$ cat src/rtl/vtg_pkg.sv
package vtg_pkg;
  localparam int unsigned REG_AW = 10;

  localparam logic [REG_AW-1:0] A_MODE      = 10'h000;
  localparam logic [REG_AW-1:0] A_LINE_LEN  = 10'h008;
  localparam logic [REG_AW-1:0] A_HALF_LN   = 10'h00C;
  localparam logic [REG_AW-1:0] A_RESTART   = 10'h010;
  localparam logic [REG_AW-1:0] A_WIN_BASE  = 10'h040;
  localparam logic [REG_AW-1:0] A_IRQ_STAT  = 10'h078;
  localparam logic [REG_AW-1:0] A_IRQ_CLR   = 10'h07C;
  localparam logic [REG_AW-1:0] A_MASK_CLR  = 10'h088;
  localparam logic [REG_AW-1:0] A_MASK_SET  = 10'h08C;
  localparam logic [REG_AW-1:0] A_SYNC_BASE = 10'h0C0;
  localparam int unsigned SYNC_STRIDE = 32;

  localparam int unsigned IRQ_BOT = 0;
  localparam int unsigned IRQ_TOP = 1;

  // index 0 = top field, 1 = bottom field
  typedef struct packed {
    logic [31:0]       hs;
    logic [1:0][31:0]  vl;
    logic [1:0][31:0]  vo;
  } sync_cfg_t;

  function automatic logic [REG_AW-1:0] sync_addr(input int unsigned k, input int unsigned w);
    return A_SYNC_BASE + REG_AW'(k * SYNC_STRIDE + w * 4);
  endfunction

  // inclusive span, wraps when e < s
  function automatic logic in_span(input logic [31:0] p, input logic [31:0] s, input logic [31:0] e);
    if (s <= e) return (p >= s) && (p <= e);
    return (p >= s) || (p <= e);
  endfunction
endpackage

$ cat src/rtl/vtg_timebase.sv
module vtg_timebase
  import vtg_pkg::*;
#(
  parameter int unsigned CW = 16
) (
  input  logic          clk_i,
  input  logic          rst_ni,
  input  logic          run_i,
  input  logic          restart_i,
  input  logic [CW-1:0] line_len_i,
  input  logic [CW-1:0] lines_i,
  output logic [CW-1:0] pix_o,
  output logic [CW-1:0] line_o,
  output logic          field_o,
  output logic          sof_o
);
  logic [CW-1:0] pix_q, line_q;
  logic          field_q;
  logic          pix_wrap, line_wrap;

  assign pix_wrap  = ((CW+1)'(pix_q) + (CW+1)'(1)) >= (CW+1)'(line_len_i);
  assign line_wrap = line_q >= lines_i;

  always_ff @(posedge clk_i or negedge rst_ni) begin
    if (!rst_ni) begin
      pix_q   <= '0;
      line_q  <= CW'(1);
      field_q <= 1'b0;
    end else if (restart_i) begin
      pix_q   <= '0;
      line_q  <= CW'(1);
      field_q <= 1'b0;
    end else if (run_i) begin
      if (pix_wrap) begin
        pix_q <= '0;
        if (line_wrap) begin
          line_q  <= CW'(1);
          field_q <= ~field_q;
        end else begin
          line_q <= line_q + CW'(1);
        end
      end else begin
        pix_q <= pix_q + CW'(1);
      end
    end
  end

  assign pix_o   = pix_q;
  assign line_o  = line_q;
  assign field_o = field_q;
  assign sof_o   = run_i && (pix_q == '0) && (line_q == CW'(1));

  a_r1_pix_step: assert property (@(posedge clk_i) disable iff (!rst_ni)
    run_i |=> (pix_q == '0) || (pix_q == $past(pix_q) + CW'(1)));
  a_r2_line_nonzero: assert property (@(posedge clk_i) disable iff (!rst_ni)
    line_q != '0);
  a_r9_restart: assert property (@(posedge clk_i) disable iff (!rst_ni)
    restart_i |=> (pix_q == '0) && (line_q == CW'(1)) && !field_q);
  a_r10_freeze: assert property (@(posedge clk_i) disable iff (!rst_ni)
    (!run_i && !restart_i) |=> $stable(pix_q) && $stable(line_q) && $stable(field_q));
endmodule

$ cat src/rtl/vtg_regs.sv
module vtg_regs
  import vtg_pkg::*;
#(
  parameter int unsigned NUM_SYNC = 4,
  parameter int unsigned CW       = 16
) (
  input  logic              clk_i,
  input  logic              rst_ni,
  input  logic              wr_i,
  input  logic [REG_AW-1:0] addr_i,
  input  logic [31:0]       wdata_i,
  output logic [31:0]       rdata_o,
  input  logic              sof_i,
  input  logic              field_i,
  output logic              run_o,
  output logic              restart_o,
  output logic [CW-1:0]     line_len_o,
  output logic [CW-1:0]     lines_o,
  output logic [3:0][31:0]  win_o,
  output sync_cfg_t         sync_o [NUM_SYNC],
  output logic              irq_o
);
  logic [31:0]     mode_q, len_q, half_q;
  logic [3:0][31:0] win_q;
  sync_cfg_t       sync_q [NUM_SYNC];
  logic [1:0]      stat_q, mask_q, stat_set, stat_clr;

  always_ff @(posedge clk_i or negedge rst_ni) begin
    if (!rst_ni) begin
      mode_q <= 32'd1;
      len_q  <= '0;
      half_q <= '0;
      win_q  <= '0;
      mask_q <= '0;
      for (int k = 0; k < NUM_SYNC; k++) sync_q[k] <= '0;
    end else if (wr_i) begin
      case (addr_i)
        A_MODE:      mode_q <= wdata_i;
        A_LINE_LEN:  len_q  <= wdata_i;
        A_HALF_LN:   half_q <= wdata_i;
        A_MASK_SET:  mask_q <= mask_q | wdata_i[1:0];
        A_MASK_CLR:  mask_q <= mask_q & ~wdata_i[1:0];
        default: ;
      endcase
      for (int w = 0; w < 4; w++)
        if (addr_i == A_WIN_BASE + REG_AW'(4 * w)) win_q[w] <= wdata_i;
      for (int k = 0; k < NUM_SYNC; k++) begin
        if (addr_i == sync_addr(k, 0)) sync_q[k].hs    <= wdata_i;
        if (addr_i == sync_addr(k, 1)) sync_q[k].vl[0] <= wdata_i;
        if (addr_i == sync_addr(k, 2)) sync_q[k].vl[1] <= wdata_i;
        if (addr_i == sync_addr(k, 3)) sync_q[k].vo[0] <= wdata_i;
        if (addr_i == sync_addr(k, 4)) sync_q[k].vo[1] <= wdata_i;
      end
    end
  end

  // set beats clear in the same cycle so no field event is lost
  assign stat_set = sof_i ? (field_i ? 2'b01 : 2'b10) : 2'b00;
  assign stat_clr = (wr_i && addr_i == A_IRQ_CLR) ? wdata_i[1:0] : 2'b00;

  always_ff @(posedge clk_i or negedge rst_ni) begin
    if (!rst_ni) stat_q <= '0;
    else         stat_q <= (stat_q & ~stat_clr) | stat_set;
  end

  always_comb begin
    rdata_o = '0;
    case (addr_i)
      A_MODE:      rdata_o = mode_q;
      A_LINE_LEN:  rdata_o = len_q;
      A_HALF_LN:   rdata_o = half_q;
      A_IRQ_STAT:  rdata_o = {30'd0, stat_q};
      A_MASK_SET,
      A_MASK_CLR:  rdata_o = {30'd0, mask_q};
      default: ;
    endcase
    for (int w = 0; w < 4; w++)
      if (addr_i == A_WIN_BASE + REG_AW'(4 * w)) rdata_o = win_q[w];
    for (int k = 0; k < NUM_SYNC; k++) begin
      if (addr_i == sync_addr(k, 0)) rdata_o = sync_q[k].hs;
      if (addr_i == sync_addr(k, 1)) rdata_o = sync_q[k].vl[0];
      if (addr_i == sync_addr(k, 2)) rdata_o = sync_q[k].vl[1];
      if (addr_i == sync_addr(k, 3)) rdata_o = sync_q[k].vo[0];
      if (addr_i == sync_addr(k, 4)) rdata_o = sync_q[k].vo[1];
    end
  end

  assign run_o      = (mode_q == '0);
  assign restart_o  = wr_i && (addr_i == A_RESTART) && wdata_i[0];
  assign line_len_o = len_q[CW-1:0];
  assign lines_o    = half_q[CW:1];
  assign win_o      = win_q;
  assign irq_o      = |(stat_q & mask_q);
  for (genvar k = 0; k < NUM_SYNC; k++) begin : g_cfg
    assign sync_o[k] = sync_q[k];
  end

  a_r7_top_event: assert property (@(posedge clk_i) disable iff (!rst_ni)
    (sof_i && !field_i) |=> stat_q[IRQ_TOP]);
  a_r7_bot_event: assert property (@(posedge clk_i) disable iff (!rst_ni)
    (sof_i && field_i) |=> stat_q[IRQ_BOT]);
  a_r8_w1c_top: assert property (@(posedge clk_i) disable iff (!rst_ni)
    (wr_i && addr_i == A_IRQ_CLR && wdata_i[IRQ_TOP] && !(sof_i && !field_i)) |=> !stat_q[IRQ_TOP]);
  a_r8_mask_set: assert property (@(posedge clk_i) disable iff (!rst_ni)
    (wr_i && addr_i == A_MASK_SET && wdata_i[IRQ_BOT]) |=> mask_q[IRQ_BOT]);
endmodule

$ cat src/rtl/vtg_sync_out.sv
module vtg_sync_out
  import vtg_pkg::*;
#(
  parameter int unsigned CW = 16
) (
  input  logic          clk_i,
  input  logic          rst_ni,
  input  logic [CW-1:0] pix_i,
  input  logic [CW-1:0] line_i,
  input  logic          field_i,
  input  sync_cfg_t     cfg_i,
  output logic          hsync_o,
  output logic          vsync_o
);
  logic [15:0] pix16, line16;
  logic [31:0] vpos, vbeg, vend;
  logic        hs_d, vs_d;

  assign pix16  = 16'(pix_i);
  assign line16 = 16'(line_i);
  assign vpos   = {line16, pix16};
  assign vbeg   = {cfg_i.vl[field_i][15:0],  cfg_i.vo[field_i][15:0]};
  assign vend   = {cfg_i.vl[field_i][31:16], cfg_i.vo[field_i][31:16]};
  assign hs_d   = in_span({16'd0, pix16}, {16'd0, cfg_i.hs[15:0]}, {16'd0, cfg_i.hs[31:16]});
  assign vs_d   = in_span(vpos, vbeg, vend);

  always_ff @(posedge clk_i or negedge rst_ni) begin
    if (!rst_ni) begin
      hsync_o <= 1'b0;
      vsync_o <= 1'b0;
    end else begin
      hsync_o <= hs_d;
      vsync_o <= vs_d;
    end
  end
endmodule

$ cat src/rtl/vtg_window.sv
module vtg_window #(
  parameter int unsigned CW = 16
) (
  input  logic             clk_i,
  input  logic             rst_ni,
  input  logic [CW-1:0]    pix_i,
  input  logic [CW-1:0]    line_i,
  input  logic             field_i,
  input  logic [3:0][31:0] win_i,
  output logic             active_o
);
  logic [31:0] ws, we;
  logic [15:0] pix16, line16;
  logic        act_d;

  assign ws     = field_i ? win_i[2] : win_i[0];
  assign we     = field_i ? win_i[3] : win_i[1];
  assign pix16  = 16'(pix_i);
  assign line16 = 16'(line_i);
  assign act_d  = (line16 >= ws[31:16]) && (line16 <= we[31:16]) &&
                  (pix16  >= ws[15:0])  && (pix16  <= we[15:0]);

  always_ff @(posedge clk_i or negedge rst_ni) begin
    if (!rst_ni) active_o <= 1'b0;
    else         active_o <= act_d;
  end
endmodule

$ cat src/rtl/vid_timing_gen.sv
module vid_timing_gen
  import vtg_pkg::*;
#(
  parameter int unsigned NUM_SYNC = 4,
  parameter int unsigned CW       = 16
) (
  input  logic                clk_i,
  input  logic                rst_ni,
  input  logic                reg_wr_i,
  input  logic [REG_AW-1:0]   reg_addr_i,
  input  logic [31:0]         reg_wdata_i,
  output logic [31:0]         reg_rdata_o,
  output logic                active_o,
  output logic [NUM_SYNC-1:0] hsync_o,
  output logic [NUM_SYNC-1:0] vsync_o,
  output logic                irq_o
);
  logic             run, restart, field, sof;
  logic [CW-1:0]    line_len, lines, pix, line;
  logic [3:0][31:0] win;
  sync_cfg_t        sync_cfg [NUM_SYNC];

  vtg_regs #(.NUM_SYNC(NUM_SYNC), .CW(CW)) u_regs (
    .clk_i, .rst_ni,
    .wr_i(reg_wr_i), .addr_i(reg_addr_i), .wdata_i(reg_wdata_i), .rdata_o(reg_rdata_o),
    .sof_i(sof), .field_i(field),
    .run_o(run), .restart_o(restart), .line_len_o(line_len), .lines_o(lines),
    .win_o(win), .sync_o(sync_cfg), .irq_o
  );

  vtg_timebase #(.CW(CW)) u_tb (
    .clk_i, .rst_ni, .run_i(run), .restart_i(restart),
    .line_len_i(line_len), .lines_i(lines),
    .pix_o(pix), .line_o(line), .field_o(field), .sof_o(sof)
  );

  vtg_window #(.CW(CW)) u_win (
    .clk_i, .rst_ni, .pix_i(pix), .line_i(line), .field_i(field),
    .win_i(win), .active_o
  );

  for (genvar k = 0; k < NUM_SYNC; k++) begin : g_sync
    vtg_sync_out #(.CW(CW)) u_sync (
      .clk_i, .rst_ni, .pix_i(pix), .line_i(line), .field_i(field),
      .cfg_i(sync_cfg[k]), .hsync_o(hsync_o[k]), .vsync_o(vsync_o[k])
    );
  end
endmodule

$ cat config.mk
export PLATFORM = sky130hd
export DESIGN_NAME = vid_timing_gen
export DESIGN_NICKNAME = d
export VERILOG_FILES = /design/src/rtl/vtg_pkg.sv /design/src/rtl/vtg_timebase.sv /design/src/rtl/vtg_regs.sv /design/src/rtl/vtg_sync_out.sv /design/src/rtl/vtg_window.sv /design/src/rtl/vid_timing_gen.sv
export SDC_FILE = /design/constraint.sdc
export NUM_CORES = 2
export LEC_CHECK = 0
export BUFFER_PORTS_ARGS = -buffer_cell sky130_fd_sc_hd__buf_2
export CAP_MARGIN = 40
export CORE_MARGIN = 1.5
export CORE_UTILIZATION = 64
export DETAILED_ROUTE_END_ITERATION = 6
export HOLD_SLACK_MARGIN = 0.08
export PLACE_DENSITY = 0.81
export SLEW_MARGIN = 40
export SYNTH_ARGS = -nofsm -noshare
export SYNTH_HDL_FRONTEND = slang
export SYNTH_HIERARCHICAL = 1
export SYNTH_SLANG_ARGS = --single-unit
$ cat constraint.sdc
create_clock -name clk_i -period 5 [get_ports clk_i]
set_clock_uncertainty 0.05 [all_clocks]
set_input_delay 0.25 -clock clk_i [delete_from_list [all_inputs] [get_ports clk_i]]
set_output_delay 0.25 -clock clk_i [all_outputs]
set_load 0.02 [all_outputs]
==> impl_metrics.yaml <==
run_status:
  outcome: "complete, but fails checks"
  violations: "design-rule violations"
sta:
  period_share_pct: 92.88
  rsz0062_at_grt: "false"
  setup_viol: 0
  fin_crit_ps: 4644
  worstMarginPinSlew_ps: 1141
  slew_headroom_pct: 23.61
  hold_viol: 0
  slew_violations: 0
  max_freq_mhz: 215.3
  finalWorstSetupSlack_ps: 356.0
  setup-tns-final_ps: 0
  hold_ws_ps: 148.4
pwr:
  pwr-share-comb_pct: 22.5
  power_frac_seq_pct: 38.8
  p_sw_mw: 6.298
  internal-power_mw: 13.67
  p_clk_share_pct: 38.7
  ir_drop_mv: 0.2849
  power_switching_share_pct: 31.54
  p_leak_nw: 34.85
  cellPowerDensity_nw_per_um2: 297.9
  finalPower_mw: 19.97
synth:
  synth_cell_types: 97
  syn_area_sq_um: 61260
  yosysMostFrequentCell: "dfrtp_1"
  synth_area_leader_cell: "dfrtp_1"
  ys_warn_count: 6
  postSynthAreaPerCell_sq_um: 10.58
  syn-num-nets: 6510
  ys_seq_elements: 910
  synth-edff-count: 0
  synth.top_cells.by_count: "dfrtp_1 (908), mux2_2 (871), ha_1 (676)"
  netlist_instances: 5789
  synth_area_leaders: "dfrtp_1 (37%), mux2_2 (16%), ha_1 (14%), mux2i_1 (5.4%), a21oi_1 (2.7%)"
  synthFlopType: "dfrtp_1"
  synthArstFlopShare_pct: 100.0
  ys_seq_area_share_pct: 37.18
  yosysTopAreaCellShare_pct: 37.09
place:
  post-place-ws_ps: 796.1
  hpwl_mm: 196.0
  gp_congestion: 1.101
  placedCellCount: 6955
  dpl_cell_area_sq_um: 63510
  io_buffers: 86
cells_and_area:
  area_delta_synth_final_pct: 9.411
  drive_above_1_share_pct: 24.73
  fin_area_sq_um: 67030
  nNetsFinal: 6518
  final_cells: 7154
  finish.utilization_pct: 70.65
global_route:
  grt.total_usage_pct: 55.20
  busiest_layer: "met2"
  grt_pass1_vias: 52490
  antenna_found_initial: 34
  overflow: 0
  use_met3_pct: 20.75
  grt_use_met2_pct: 76.64
  grt_max_degree: 146
  grt_pass1_wl_mm: 383.9
  gr-usage-met1_pct: 67.43
critical_path:
  r2r_end: "g_sync[1].u_sync/vsync_o"
  cp_cell_sequence: "buf_2 -> nor4_4 -> buf_4 -> nand3_1 -> o221ai_1 -> a211o_1 -> a31oi_1 -> a211oi_1 -> buf_4 -> buf_2"
  crit_path_max_fanout: 19
  arrival_ps: 4340
  cp-start-kind: "input pin"
  r2r_cells: 11
  cp_slowest_stage_delay_ps: 790
  r2r-start: "u_tb/field_o"
  crit_required_ps: 4700
  r2r_slack_ps: 1020
  path_buf_inv: 4
  worstSetupPathType: "in -> out"
  crit_path_top_delay_cell: "o221ai_1"
  crit_cells: 10
  crit_end: "reg_rdata_o[13]"
  cp-startpoint: "reg_addr_i[3]"
  cp_top_family: "compound AO/OA/AOI/OAI gates"
  worstSetupEndpointType: "output pin"
die:
  die_y_um: 312.4
  fp.dieArea_sq_um: 97580
  fp.dieW_um: 312.4
  fp-row-count: 113
  io_pins: 87
  start_util_pct: 64.57
  fp.coreArea_sq_um: 94870
min_path:
  min-delay-start: "reg_wdata_i[18]"
  worstHoldPathType: "in -> reg"
clock_network:
  htree_levels: 3
  cts_root_buf: "clkbuf_16"
  cts_max_path_buffers: 3
  cts_tree: "yes"
  cts_sinks: 910
  cts_buffers: 100
  cts.reportedPaths.clkPinSlew_ps: 60
  cts_setup_buffers: 0
  clk_latency_ps: 720
detailed_routing:
  ant_nets: 0
  viasPerCell: 7.636
  drt-initial-drc-count: 9028
  vias: 54630
  first_pass_iters: 7
  routedWlPerCell_um: 38.26
  remaining_drc_errors: 3
  wl_mm: 273.7
job:
  cap_violations: 0
[state kept, by name, summed over array words and instances (netlist names), named ones only]
name / count
g_sync.u_sync/hsync_o: 4
g_sync.u_sync/vsync_o: 4
u_regs/half_q: 32
u_regs/len_q: 32
u_regs/mode_q: 32
u_regs/stat_q: 2
u_regs/sync_o: 640
u_regs/win_o: 128
u_tb/field_o: 1
u_tb/line_o: 16
u_tb/pix_o: 16
u_win/active_o: 1
[final cells by class]
cell class / count / area (sq um)
fill: 6950 / 27840
timing repair buffer: 313 / 2402
inverter: 305 / 1145
clock buffer: 135 / 2835
tap: 1265 / 1583
clock inverter: 42 / 539.3
antenna: 17 / 42.54
sequential: 910 / 22810
multi-input combinational: 4167 / 35670
[timing repair]
action                                 CTS  global route
resized for setup                        0             0
hold buffers                             3             0
endpoints found under the hold margin  490             0
[metal layers]
metal	share of wire [%]	wire (um)	vias up
li1	-	-	21770
met1	35	95230	26670
met2	40	109000	4739
met3	15	40330	1436
met4	11	29060	18
met5	0.041	112	-
[layout by cell type, fill, tap and decap left out, types with 43 or more instances in the layout]
cell,n
mux2_2,871
nor2b_1,43
o221ai_1,55
clkbuf_16,101
o22ai_1,92
inv_1,304
a22oi_1,93
nand3_1,159
buf_2,60
dfrtp_1,890
nor4_1,45
ha_1,676
mux2i_1,330
nor2_1,175
a21oi_1,335
buf_4,235
a211oi_1,54
nand4_1,139
a21o_1,101
nand2_1,222
o211ai_1,50
o21ai_0,188
nor3_1,51
[worst min-delay path by stage]
stage	end	slack [ps]	depth (start not counted)
after floorplan	g_sync[0].u_sync/hsync_o	-100	0
after global placement	u_regs/mode_q[15]	360	1
after detailed placement	u_regs/sync_o[0]	150	1
after CTS	u_regs/sync_o[241]	120	2
after global routing	u_regs/sync_o[123]	140	2
final	u_regs/sync_o[50]	150	2
[worst register-to-register path, stage by stage, from the launching register on]
cell and delay [ps]:
dfrtp_4 710, buf_12 270, buf_4 300, buf_4 230
mux2i_1 430, ha_1 210, nand2_1 90, nor4_1 640
a21boi_1 270, nand4b_1 210, a22oi_1 120, maj3_2 340
[power by group through the flow]
stage	Sequential, mW	Clock, mW	Combinational [mW]
floorplan	7.81	0	2.80
global placement	7.85	0	4.21
detailed placement	7.86	0	4.28
CTS	7.73	7.71	4.31
global route	7.74	7.98	4.66
finish	7.75	7.73	4.49
[cell families (layout without fill, tap and decap cells)]
kind of cell / count (synthesis) / count (layout) / share of synthesized area, %
buffers and inverters: 712 / 795 / 4.777
AND/OR/NAND/NOR: 995 / 995 / 8.505
adder cells (fa/ha/maj): 684 / 684 / 13.95
multiplexers: 1216 / 1216 / 21.68
flip-flops: 910 / 910 / 37.18
AO/OA/AOI/OAI: 1258 / 1258 / 13.72
XOR/XNOR: 14 / 14 / 0.2002
other: 0 / 17 / 0
No activity file was read; power rests on OpenSTA's default activity.
